[config.mk]
export PLATFORM = sky130hd
export DESIGN_NAME = bus_select_decoder
export DESIGN_NICKNAME = d
export VERILOG_FILES = /design/src/rtl/bus_dec_pkg.sv /design/src/rtl/bus_qualify.sv /design/src/rtl/bus_mem_decode.sv /design/src/rtl/bus_io_decode.sv /design/src/rtl/bus_shadow_ctrl.sv /design/src/rtl/bus_select_decoder.sv
export SDC_FILE = /design/constraint.sdc
export NUM_CORES = 1
export LEC_CHECK = 0
export BUFFER_PORTS_ARGS = -buffer_cell sky130_fd_sc_hd__buf_2
export CAP_MARGIN = 20
export CORE_AREA = 4 4 41 43
export CTS_CLUSTER_SIZE = 25
export DETAILED_ROUTE_END_ITERATION = 12
export DIE_AREA = 0 0 45 47
export SLEW_MARGIN = 20
export SYNTH_ARGS = -nofsm -noshare
export SYNTH_HDL_FRONTEND = slang
export SYNTH_HIERARCHICAL = 1
export SYNTH_SLANG_ARGS = --single-unit
[constraint.sdc]
create_clock -name clk -period 2.7 [get_ports clk]
set_clock_uncertainty 0.2 [all_clocks]
set_input_delay 0.54 -clock clk [delete_from_list [all_inputs] [get_ports clk]]
set_output_delay 0.54 -clock clk [all_outputs]
set_load 0.02 [all_outputs]
[src/rtl/bus_dec_pkg.sv]
package bus_dec_pkg;

    typedef struct packed {
        logic map_on;     // 1: upper window reaches the peripheral
        logic conflict;   // sticky: both qualifiers were seen together
    } dec_ctrl_t;

    typedef struct packed {
        logic acc;        // some strobe active
        logic clash;      // both qualifiers active
        logic mem_ok;     // clean memory-space access
        logic io_ok;      // clean I/O-space access
    } qual_t;

endpackage

[src/rtl/bus_qualify.sv]
module bus_qualify
    import bus_dec_pkg::*;
(
    input  logic  rd,
    input  logic  wr,
    input  logic  mreq,
    input  logic  iorq,
    output qual_t q
);
    always_comb begin
        q.acc    = rd | wr;
        q.clash  = mreq & iorq;
        q.mem_ok = mreq & ~iorq & q.acc;
        q.io_ok  = iorq & ~mreq & q.acc;
    end
endmodule

[src/rtl/bus_mem_decode.sv]
module bus_mem_decode #(
    parameter int WIN_BITS = 2
) (
    input  logic [WIN_BITS-1:0] addr_top,
    input  logic                mem_ok,
    input  logic                map_on,
    output logic                ram_sel,
    output logic                dev_sel
);
    localparam logic [WIN_BITS-1:0] WIN_PATTERN = {WIN_BITS{1'b1}};

    logic in_window;

    always_comb begin
        in_window = (addr_top == WIN_PATTERN);
        dev_sel   = mem_ok & in_window & map_on;
        ram_sel   = mem_ok & ~(in_window & map_on);
    end
endmodule

[src/rtl/bus_io_decode.sv]
module bus_io_decode #(
    parameter bit PORT_LSB = 1'b0
) (
    input  logic addr_lsb,
    input  logic io_ok,
    input  logic wr,
    output logic port_sel,
    output logic port_wr
);
    logic hit;

    generate
        if (PORT_LSB) begin : g_odd
            assign hit = addr_lsb;
        end else begin : g_even
            assign hit = ~addr_lsb;
        end
    endgenerate

    always_comb begin
        port_sel = io_ok & hit;
        port_wr  = port_sel & wr;
    end
endmodule

[src/rtl/bus_shadow_ctrl.sv]
module bus_shadow_ctrl
    import bus_dec_pkg::*;
(
    input  logic clk,
    input  logic rst_n,
    input  logic load,
    input  logic load_val,
    input  logic clash,
    output logic map_on,
    output logic conflict
);
    dec_ctrl_t ctrl_d, ctrl_q;

    always_comb begin
        ctrl_d = ctrl_q;
        if (load) begin
            ctrl_d.map_on = load_val;
        end
        if (clash) begin
            ctrl_d.conflict = 1'b1;
        end
    end

    always_ff @(posedge clk or negedge rst_n) begin
        if (!rst_n) begin
            ctrl_q <= '{map_on: 1'b1, conflict: 1'b0};
        end else begin
            ctrl_q <= ctrl_d;
        end
    end

    assign map_on   = ctrl_q.map_on;
    assign conflict = ctrl_q.conflict;
endmodule

[src/rtl/bus_select_decoder.sv]
module bus_select_decoder
    import bus_dec_pkg::*;
#(
    parameter int WIN_BITS = 2,
    parameter bit PORT_LSB = 1'b0
) (
    input  logic                clk,
    input  logic                rst_n,
    input  logic [WIN_BITS-1:0] addr_top,
    input  logic                addr_lsb,
    input  logic                dbit0,
    input  logic                rd,
    input  logic                wr,
    input  logic                mreq,
    input  logic                iorq,
    output logic                ram_en,
    output logic                dev_en,
    output logic                port_en,
    output logic                conflict
);
    qual_t qual;
    logic  map_on;
    logic  port_wr;

    bus_qualify u_qual (
        .rd   (rd),
        .wr   (wr),
        .mreq (mreq),
        .iorq (iorq),
        .q    (qual)
    );

    bus_mem_decode #(.WIN_BITS(WIN_BITS)) u_mem (
        .addr_top (addr_top),
        .mem_ok   (qual.mem_ok),
        .map_on   (map_on),
        .ram_sel  (ram_en),
        .dev_sel  (dev_en)
    );

    bus_io_decode #(.PORT_LSB(PORT_LSB)) u_io (
        .addr_lsb (addr_lsb),
        .io_ok    (qual.io_ok),
        .wr       (wr),
        .port_sel (port_en),
        .port_wr  (port_wr)
    );

    bus_shadow_ctrl u_ctrl (
        .clk      (clk),
        .rst_n    (rst_n),
        .load     (port_wr),
        .load_val (dbit0),
        .clash    (qual.clash),
        .map_on   (map_on),
        .conflict (conflict)
    );
endmodule

==> results of run 1 <==
final timing paths:
path / from / end / slack (ps) / cells after the start
worst max-delay path: wr / dev_en / 730 / 6
worst min-delay path: u_ctrl/conflict / u_ctrl/conflict / 270 / 1
worst max register to register: u_ctrl/conflict / u_ctrl/conflict / 1730 / 1
worst min register to register: u_ctrl/conflict / u_ctrl/conflict / 270 / 1
max in group asynchronous: rst_n / u_ctrl/map_on / 1670 / 2
min in group asynchronous: rst_n / u_ctrl/conflict / 430 / 2
sequential cells by signal (all words and copies together), names as in the netlist:
register / count
u_ctrl/conflict: 1
u_ctrl/map_on: 1
power groups by stage:
| stage | Clock [mW] | Sequential, mW | Combinational [mW] |
|---|---|---|---|
| after CTS | 0.0812 | 0.0392 | 0.0236 |
| after global placement | 0 | 0.0395 | 0.0219 |
| after detailed placement | 0 | 0.0389 | 0.0227 |
| after global routing | 0.0828 | 0.0397 | 0.0258 |
| final | 0.0758 | 0.0389 | 0.0231 |
| after floorplan | 0 | 0.0380 | 0.0128 |
layout make-up:
class,instances,share of cell area (%)
Multi-Input combinational cell,11,30.3
Timing Repair Buffer,14,29.9
Sequential cell,2,20.4
Clock buffer,4,10.4
Tap cell,15,7.46
Inverter,1,1.49
metrics by stage:
step	hold slack [ps]	std cells	power, mW	instance area (sq um)	utilization [%]
2_1_floorplan	44.4	14	0.0508	131	-
3_3_place_gp	126	42	0.0614	215	16.5
3_5_place_dp	128	42	0.0617	215	16.5
4_1_cts	268	47	0.144	251	19.3
5_1_grt	299	47	0.148	251	19.3
6_report	270	47	0.138	251	19.3
metal layers:
| layer | share of wire (%) | wire length, um |
|---|---|---|
| met1 | 40 | 157 |
| met2 | 47 | 186 |
| met3 | 12 | 47 |
| met4 | 0 | 0 |
| met5 | 0 | 0 |
repair_timing:
| action | 4_1_cts | 5_1_grt |
|---|---|---|
| buffers inserted | 0 | 0 |
| hold buffers | 1 | 0 |
| hold endpoints to repair | 1 | 0 |
placed cells by master, fill, tap and decap left out, drive strengths merged:
cell	n
buf	13
clkbuf	4
nor2	2
and2	2
nor3b	2
dlygate4sd3	1
mux2	1
or2	1
dfrtp	1
dfstp	1
nor2b	1
and3b	1
inv	1
nand3	1
==> flow_metrics.tcl, run 1 <==
set metrics [dict create \
    initial_antenna_violation_count 0 \
    cts-buffers-inserted 3 \
    num_rows 13 \
    multi_input_area_sq_um 76.3 \
    fp.dieArea_sq_um 2120 \
    detailedPlace.worstSlack_ps 727 \
    synthesis.nets 24 \
    netlist_area_sq_um 131 \
    floorplan.initialDensity_pct 10.1 \
    grt-ovfl-total 0 \
    cts_num_sinks 2 \
    fillCellCount 157 \
    critical_path.startpoint_type "input port" \
    final_period_minus_worst_setup_slack_ps 1970 \
    instance_count_of_the_mapped_netlist 14 \
    drt.antenna.violating_nets 0 \
    share_comb_of_total_power_pct 16.8 \
    largest_net_degree_at_the_start_of_global_routing 4 \
    cp.required_ps 1960 \
    h-tree-depth 1 \
    timing.critical_path.fanout_max 2 \
    clock_power_share_pct 55.0 \
    max_freq_mhz 509 \
    setup-violations-final 0 \
    cellInternalPower_uw 106 \
    grtUsageMet3_pct 1.15 \
    rsz0062_at_grt "no" \
    cts_resized 0 \
    syn_avg_cell_area_sq_um 9.38 \
    slew-limit-headroom_pct 84.1 \
    cts_root_buf "clkbuf_4" \
    hold_violations 0 \
    detail_route.wirelength_um 392 \
    cts.reportedPaths.clkPinSlew_ps 40 \
    detailedPlacementHpwl_um 319 \
    firstDrtPassIters 1 \
    clock_tree_from_tritoncts "done" \
    setup_ws_ps 735 \
    post_route_cells_drive_above_1_share_pct 59.4 \
    critical-path-top-delay-family "simple AND/OR/NAND/NOR gates" \
    drt-wirelength-per-cell_um 8.34 \
    slew_violations 0 \
    core_region_area_sq_um 1300 \
    first_global_vias 160 \
    worst-endpoint-arrival_ps 1230 \
    switching_share_of_power_pct 23.1 \
    slowest_delay_ps 230 \
    synthToLayoutAreaGrowth_pct 91.4 \
    max-clock-path-buffers 2 \
    finalCritPeriodShare_pct 72.8 \
    setup.worst_path.class "in -> out" \
    regArea_sq_um 51.3 \
    vdd.ir_drop.worst_v 0.0000863 \
    outcome "completed" \
    power_switching_uw 31.9 \
    drtIter0Drc 0 \
    tightest_slew_ps 238 \
    critical_path.cell_chain "buf_2 -> nor2_1 -> nor3b_1 -> inv_1 -> nor2_1 -> buf_2" \
    holdCritPathClass "reg -> reg" \
    top_usage_layer "met2" \
    number_of_drc_violations_after_detailed_routing 0 \
    m2_gr_usage_pct 6.50 \
    die_w_um 45 \
    ioPinCount 14 \
    ys_warn_count 6 \
    finish.net_count 43 \
    die_y_um 47 \
    clk-insertion-delay-late_ps 220 \
    static-leakage-power_nw 0.124 \
    num_vias 157 \
    num_antenna_cells 0 \
    setup.worst_path.end_class "primary output" \
    power.density_nw_per_um2 548 \
    gr-usage-all-layers_pct 4.11 \
    grt_first_pass_wirelength_um 607 \
    seqPwrFrac_pct 28.2 \
    worstPathBufferInverterCount 3 \
    buffer_ports.inserted 13 \
    route.detailed.vias_per_inst 3.34 \
    crit_slowest_cell "nor3b_1" \
    globalRouteMet1Util_pct 4.56 \
    fin_setup_tns_ps 0 \
    max_cap_violations 0 \
    place_congestion 0.555 \
]
No activity file was read; power rests on OpenSTA's default activity.
==> run 2: changes to the inputs <==
Clock period 2.7 ns to 1.67 ns, I/O delays scaled along.
==> flow_metrics.tcl, run 2 (same netlist as run 1, synthesis figures left out) <==
set metrics [dict create \
    fin_setup_tns_ps 0 \
    postCtsSetupRepairBufs 0 \
    post_route_cells_drive_above_1_share_pct 68.8 \
    gr-usage-all-layers_pct 3.87 \
    slew_violations 0 \
    grt_first_pass_wirelength_um 565 \
    static-leakage-power_nw 0.130 \
    outcome "completed" \
    slew-limit-headroom_pct 86.1 \
    cts_root_buf "clkbuf_4" \
    fillCellCount 163 \
    whs_ps 142 \
    place_congestion 0.558 \
    final_period_minus_worst_setup_slack_ps 1630 \
    top_usage_layer "met2" \
    drt-wirelength-per-cell_um 8.15 \
    vdd.ir_drop.worst_v 0.000144 \
    ioPinCount 14 \
    num_rows 13 \
    setup.worst_path.class "reg -> out" \
    drt.antenna.violating_nets 0 \
    rsz0062_at_grt "no" \
    m2_gr_usage_pct 5.93 \
    setup.worst_path.end_class "primary output" \
    die_w_um 45 \
    cts-buffers-inserted 3 \
    timing.critical_path.fanout_max 2 \
    max_freq_mhz 613 \
    detail_route.wirelength_um 383 \
    power.density_nw_per_um2 844 \
    route.detailed.vias_per_inst 3.34 \
    globalRouteMet1Util_pct 4.33 \
    max-clock-path-buffers 2 \
    largest_net_degree_at_the_start_of_global_routing 4 \
    firstDrtPassIters 1 \
    initial_antenna_violation_count 0 \
    hold_path_startpoint "dbit0" \
    critical_path.startpoint_type "flop" \
    max_cap_violations 0 \
    multi_input_area_sq_um 88.8 \
    final_total_power_uw 228 \
    num_antenna_cells 0 \
    regArea_sq_um 51.3 \
    layout.cells.most_common_list "buf_2 (12), clkbuf_4 (3), nor2_1 (2)" \
    tightest_slew_ps 208 \
    fp.dieArea_sq_um 2120 \
    cts_num_sinks 2 \
    holdCritPathClass "in -> reg" \
    clk-insertion-delay-late_ps 230 \
    die_y_um 47 \
    finish.net_count 43 \
    first_global_vias 160 \
    number_of_drc_violations_after_detailed_routing 0 \
    worst-endpoint-arrival_ps 1100 \
    core_region_area_sq_um 1300 \
    buffer_ports.inserted 13 \
    grt-ovfl-total 0 \
    hold_violations 0 \
    floorplan.initialDensity_pct 10.1 \
    h-tree-depth 1 \
    crit_start "u_ctrl/map_on" \
    cts.reportedPaths.clkPinSlew_ps 30 \
    clock_tree_from_tritoncts "done" \
    finalCritPeriodShare_pct 97.6 \
    cp.required_ps 1140 \
    drtIter0Drc 0 \
    final_common_cell "buf_2" \
    regToRegStartpoint "u_ctrl/conflict" \
    setup-violations-final 0 \
    synthToLayoutAreaGrowth_pct 106 \
    num_vias 157 \
    detailedPlacementHpwl_um 323 \
    grtUsageMet3_pct 1.15 \
]
[run 2: final cells by class]
cell class / count / area share (%)
multi-input cells: 11 / 32.9
repair buffers: 14 / 30.1
flip-flops and latches: 2 / 19.0
clock buffers: 4 / 9.72
well taps: 15 / 6.94
inverters: 1 / 1.39
[run 2: worst max-delay path, cell delays in order (launching register included)]
cell and delay, ps:
dfstp_2 530, nand3_2 70, and2_4 160, buf_6 120
[run 2: per-layer routing]
layer	routed length, um	up-vias
li1	-	81
met3	54	0
met2	191	9
met5	0	-
met4	0	0
met1	138	67
[run 2: what timing repair did]
action                     CTS  global route
hold endpoints to repair     2             0
pin swaps                    0             1
gates resized for setup      3             2
setup endpoints to repair    1             1
hold buffers                 1             0
cloned                       0             0
[run 2: worst paths after layout]
path                            depth (start not counted)         endpoint  slack, ps
max in group asynchronous                               2    u_ctrl/map_on        860
worst max-delay path                                    3           ram_en         40
worst max register to register                          1  u_ctrl/conflict        700
worst min-delay path                                    2    u_ctrl/map_on        140
worst min register to register                          1  u_ctrl/conflict        270
min in group asynchronous                               2  u_ctrl/conflict        210
[run 2: per-stage QoR]
step | area [sq um] | util, % | worst slack, ps | instances
after global routing | 270 | 20.8 | 0.0135 | 47
final | 270 | 20.8 | 39.6 | 47
after CTS | 263 | 20.2 | 0.279 | 47
after detailed placement | 215 | 16.5 | 103 | 42
after global placement | 215 | 16.5 | 103 | 42
after floorplan | 131 | - | 221 | 14
[run 2: power breakdown]
part | switching (mW) | internal (mW)
Combinational | 0.0155 | 0.0268
Sequential | 0.00453 | 0.0590
Clock | 0.0332 | 0.0891
==> run 3: changes to the inputs <==
==> constraint.sdc (replaced) <==
create_clock -name clk -period 1.67 [get_ports clk]
set_clock_uncertainty 0.2 [all_clocks]
set_input_delay 0 -clock clk [delete_from_list [all_inputs] [get_ports clk]]
set_output_delay 0 -clock clk [all_outputs]
set_load 0.02 [all_outputs]
==> flow_metrics.tcl, run 3 (same netlist as run 1, synthesis figures left out) <==
set metrics [dict create \
    outcome "completed" \
    h-tree-depth 1 \
    grt_first_pass_wirelength_um 683 \
    ff2ff_path_depth 1 \
    finalCritPeriodShare_pct 87.0 \
    max_freq_mhz 688 \
    layout.cells.most_common_list "buf_2 (13), dlygate4sd3_1 (5), clkbuf_4 (3)" \
    setup.worst_path.end_class "flop" \
    postCtsSetupRepairBufs 0 \
    place_congestion 0.563 \
    crit_slowest_cell "dlygate4sd3_1" \
    timing.critical_path.fanout_max 3 \
    buffer_ports.inserted 13 \
    slew-limit-headroom_pct 84.0 \
    clk-insertion-delay-late_ps 220 \
    max-clock-path-buffers 2 \
    num_vias 172 \
    critical-path-top-delay-family "buffers and inverters" \
    first_global_vias 190 \
    final_common_cell "buf_2" \
    firstDrtPassIters 1 \
    setup-violations-final 0 \
    setup_ws_ps 217 \
    grtUsageMet3_pct 1.15 \
    grt-ovfl-total 0 \
    initial_antenna_violation_count 0 \
    drt.antenna.violating_nets 0 \
    power.density_nw_per_um2 789 \
    die_y_um 47 \
    hold_violations 0 \
    top_usage_layer "met2" \
    cts_num_sinks 2 \
    finish.net_count 47 \
    hold_path_startpoint "wr" \
    gr-usage-all-layers_pct 4.51 \
    critical_path.cell_chain "dlygate4sd3_1 -> buf_2 -> nor3b_1 -> and3b_1 -> mux2_4" \
    regToRegStartpoint "u_ctrl/conflict" \
    cp.required_ps 1620 \
    num_rows 13 \
    worst_hold_path.num_cells 3 \
    floorplan.initialDensity_pct 10.1 \
    number_of_drc_violations_after_detailed_routing 0 \
    route.detailed.vias_per_inst 3.37 \
    post_route_cells_drive_above_1_share_pct 52.8 \
    largest_net_degree_at_the_start_of_global_routing 4 \
    max_cap_violations 0 \
    slowest_delay_ps 530 \
    setup_slack_of_the_most_critical_reg_to_reg_path_ps 690 \
    worstPathBufferInverterCount 2 \
    holdCritPathClass "in -> reg" \
    cts-buffers-inserted 3 \
    drtIter0Drc 0 \
    fp.dieArea_sq_um 2120 \
    worst-endpoint-arrival_ps 1400 \
    drt-wirelength-per-cell_um 8.12 \
    ioPinCount 14 \
    vdd.ir_drop.worst_v 0.000144 \
    rsz0062_at_grt "no" \
    detailedPlacementHpwl_um 323 \
    num_antenna_cells 0 \
    cts.reportedPaths.clkPinSlew_ps 30 \
    cts_root_buf "clkbuf_4" \
    detailedPlace.worstSlack_ps 525 \
    clock_tree_from_tritoncts "done" \
    slew_violations 0 \
    fin_setup_tns_ps 0 \
    m2_gr_usage_pct 7.34 \
    crit_reg_reg_endpoint "u_ctrl/conflict" \
    critical_path.startpoint_type "input port" \
    setup.worst_path.class "in -> reg" \
    detail_route.wirelength_um 414 \
    static-leakage-power_nw 0.141 \
    core_region_area_sq_um 1300 \
    synthToLayoutAreaGrowth_pct 122 \
    worstHoldEndpoint "u_ctrl/map_on" \
    tightest_slew_ps 239 \
    die_w_um 45 \
    final_period_minus_worst_setup_slack_ps 1450 \
    globalRouteMet1Util_pct 5.01 \
]
-- run 3: what timing repair did --
item	in CTS	in global routing
setup endpoints to repair	0	0
hold buffers	5	0
hold endpoints to repair	4	0
gates resized for setup	0	0
-- run 3: cell type report --
class | instances | area, sq um
multi-input combinational | 11 | 76.3
timing repair buffer | 18 | 115
fill | 157 | 1010
sequential | 2 | 51.3
clock buffer | 4 | 26.3
inverter | 1 | 3.75
tap | 15 | 18.8
-- run 3: routing by layer --
layer,routed length [um],part of all wire [%]
met2,209,50
met5,0,0
met1,162,39
met3,43,10
met4,0,0
-- run 3: stage by stage --
stage	hold slack, ps	std cells	util [%]	total power [mW]	instance area, sq um
after detailed placement	-412	42	16.5	0.0997	215
after floorplan	-496	14	-	0.0822	131
after global placement	-414	42	16.5	0.0992	215
after global routing	54.2	51	22.4	0.248	292
after CTS	18.6	51	22.4	0.240	292
final	20.9	51	22.4	0.230	292
-- run 3: report_power, final --
part	total, mW	leakage (nW)	internal (mW)	switching [mW]
clock	0.123	0.0150	0.0891	0.0336
combinational	0.0445	0.106	0.0293	0.0153
sequential	0.0628	0.0192	0.0589	0.00392
-- run 3: worst max-delay path by stage --
stage	startpoint	to	slack, ps	depth (start not counted)
3_3_place_gp	wr	u_ctrl/map_on	540	5
3_5_place_dp	wr	u_ctrl/map_on	520	5
5_1_grt	mreq	u_ctrl/map_on	110	5
4_1_cts	iorq	dev_en	230	6
2_1_floorplan	u_ctrl/map_on	dev_en	600	2
6_report	mreq	u_ctrl/map_on	220	5
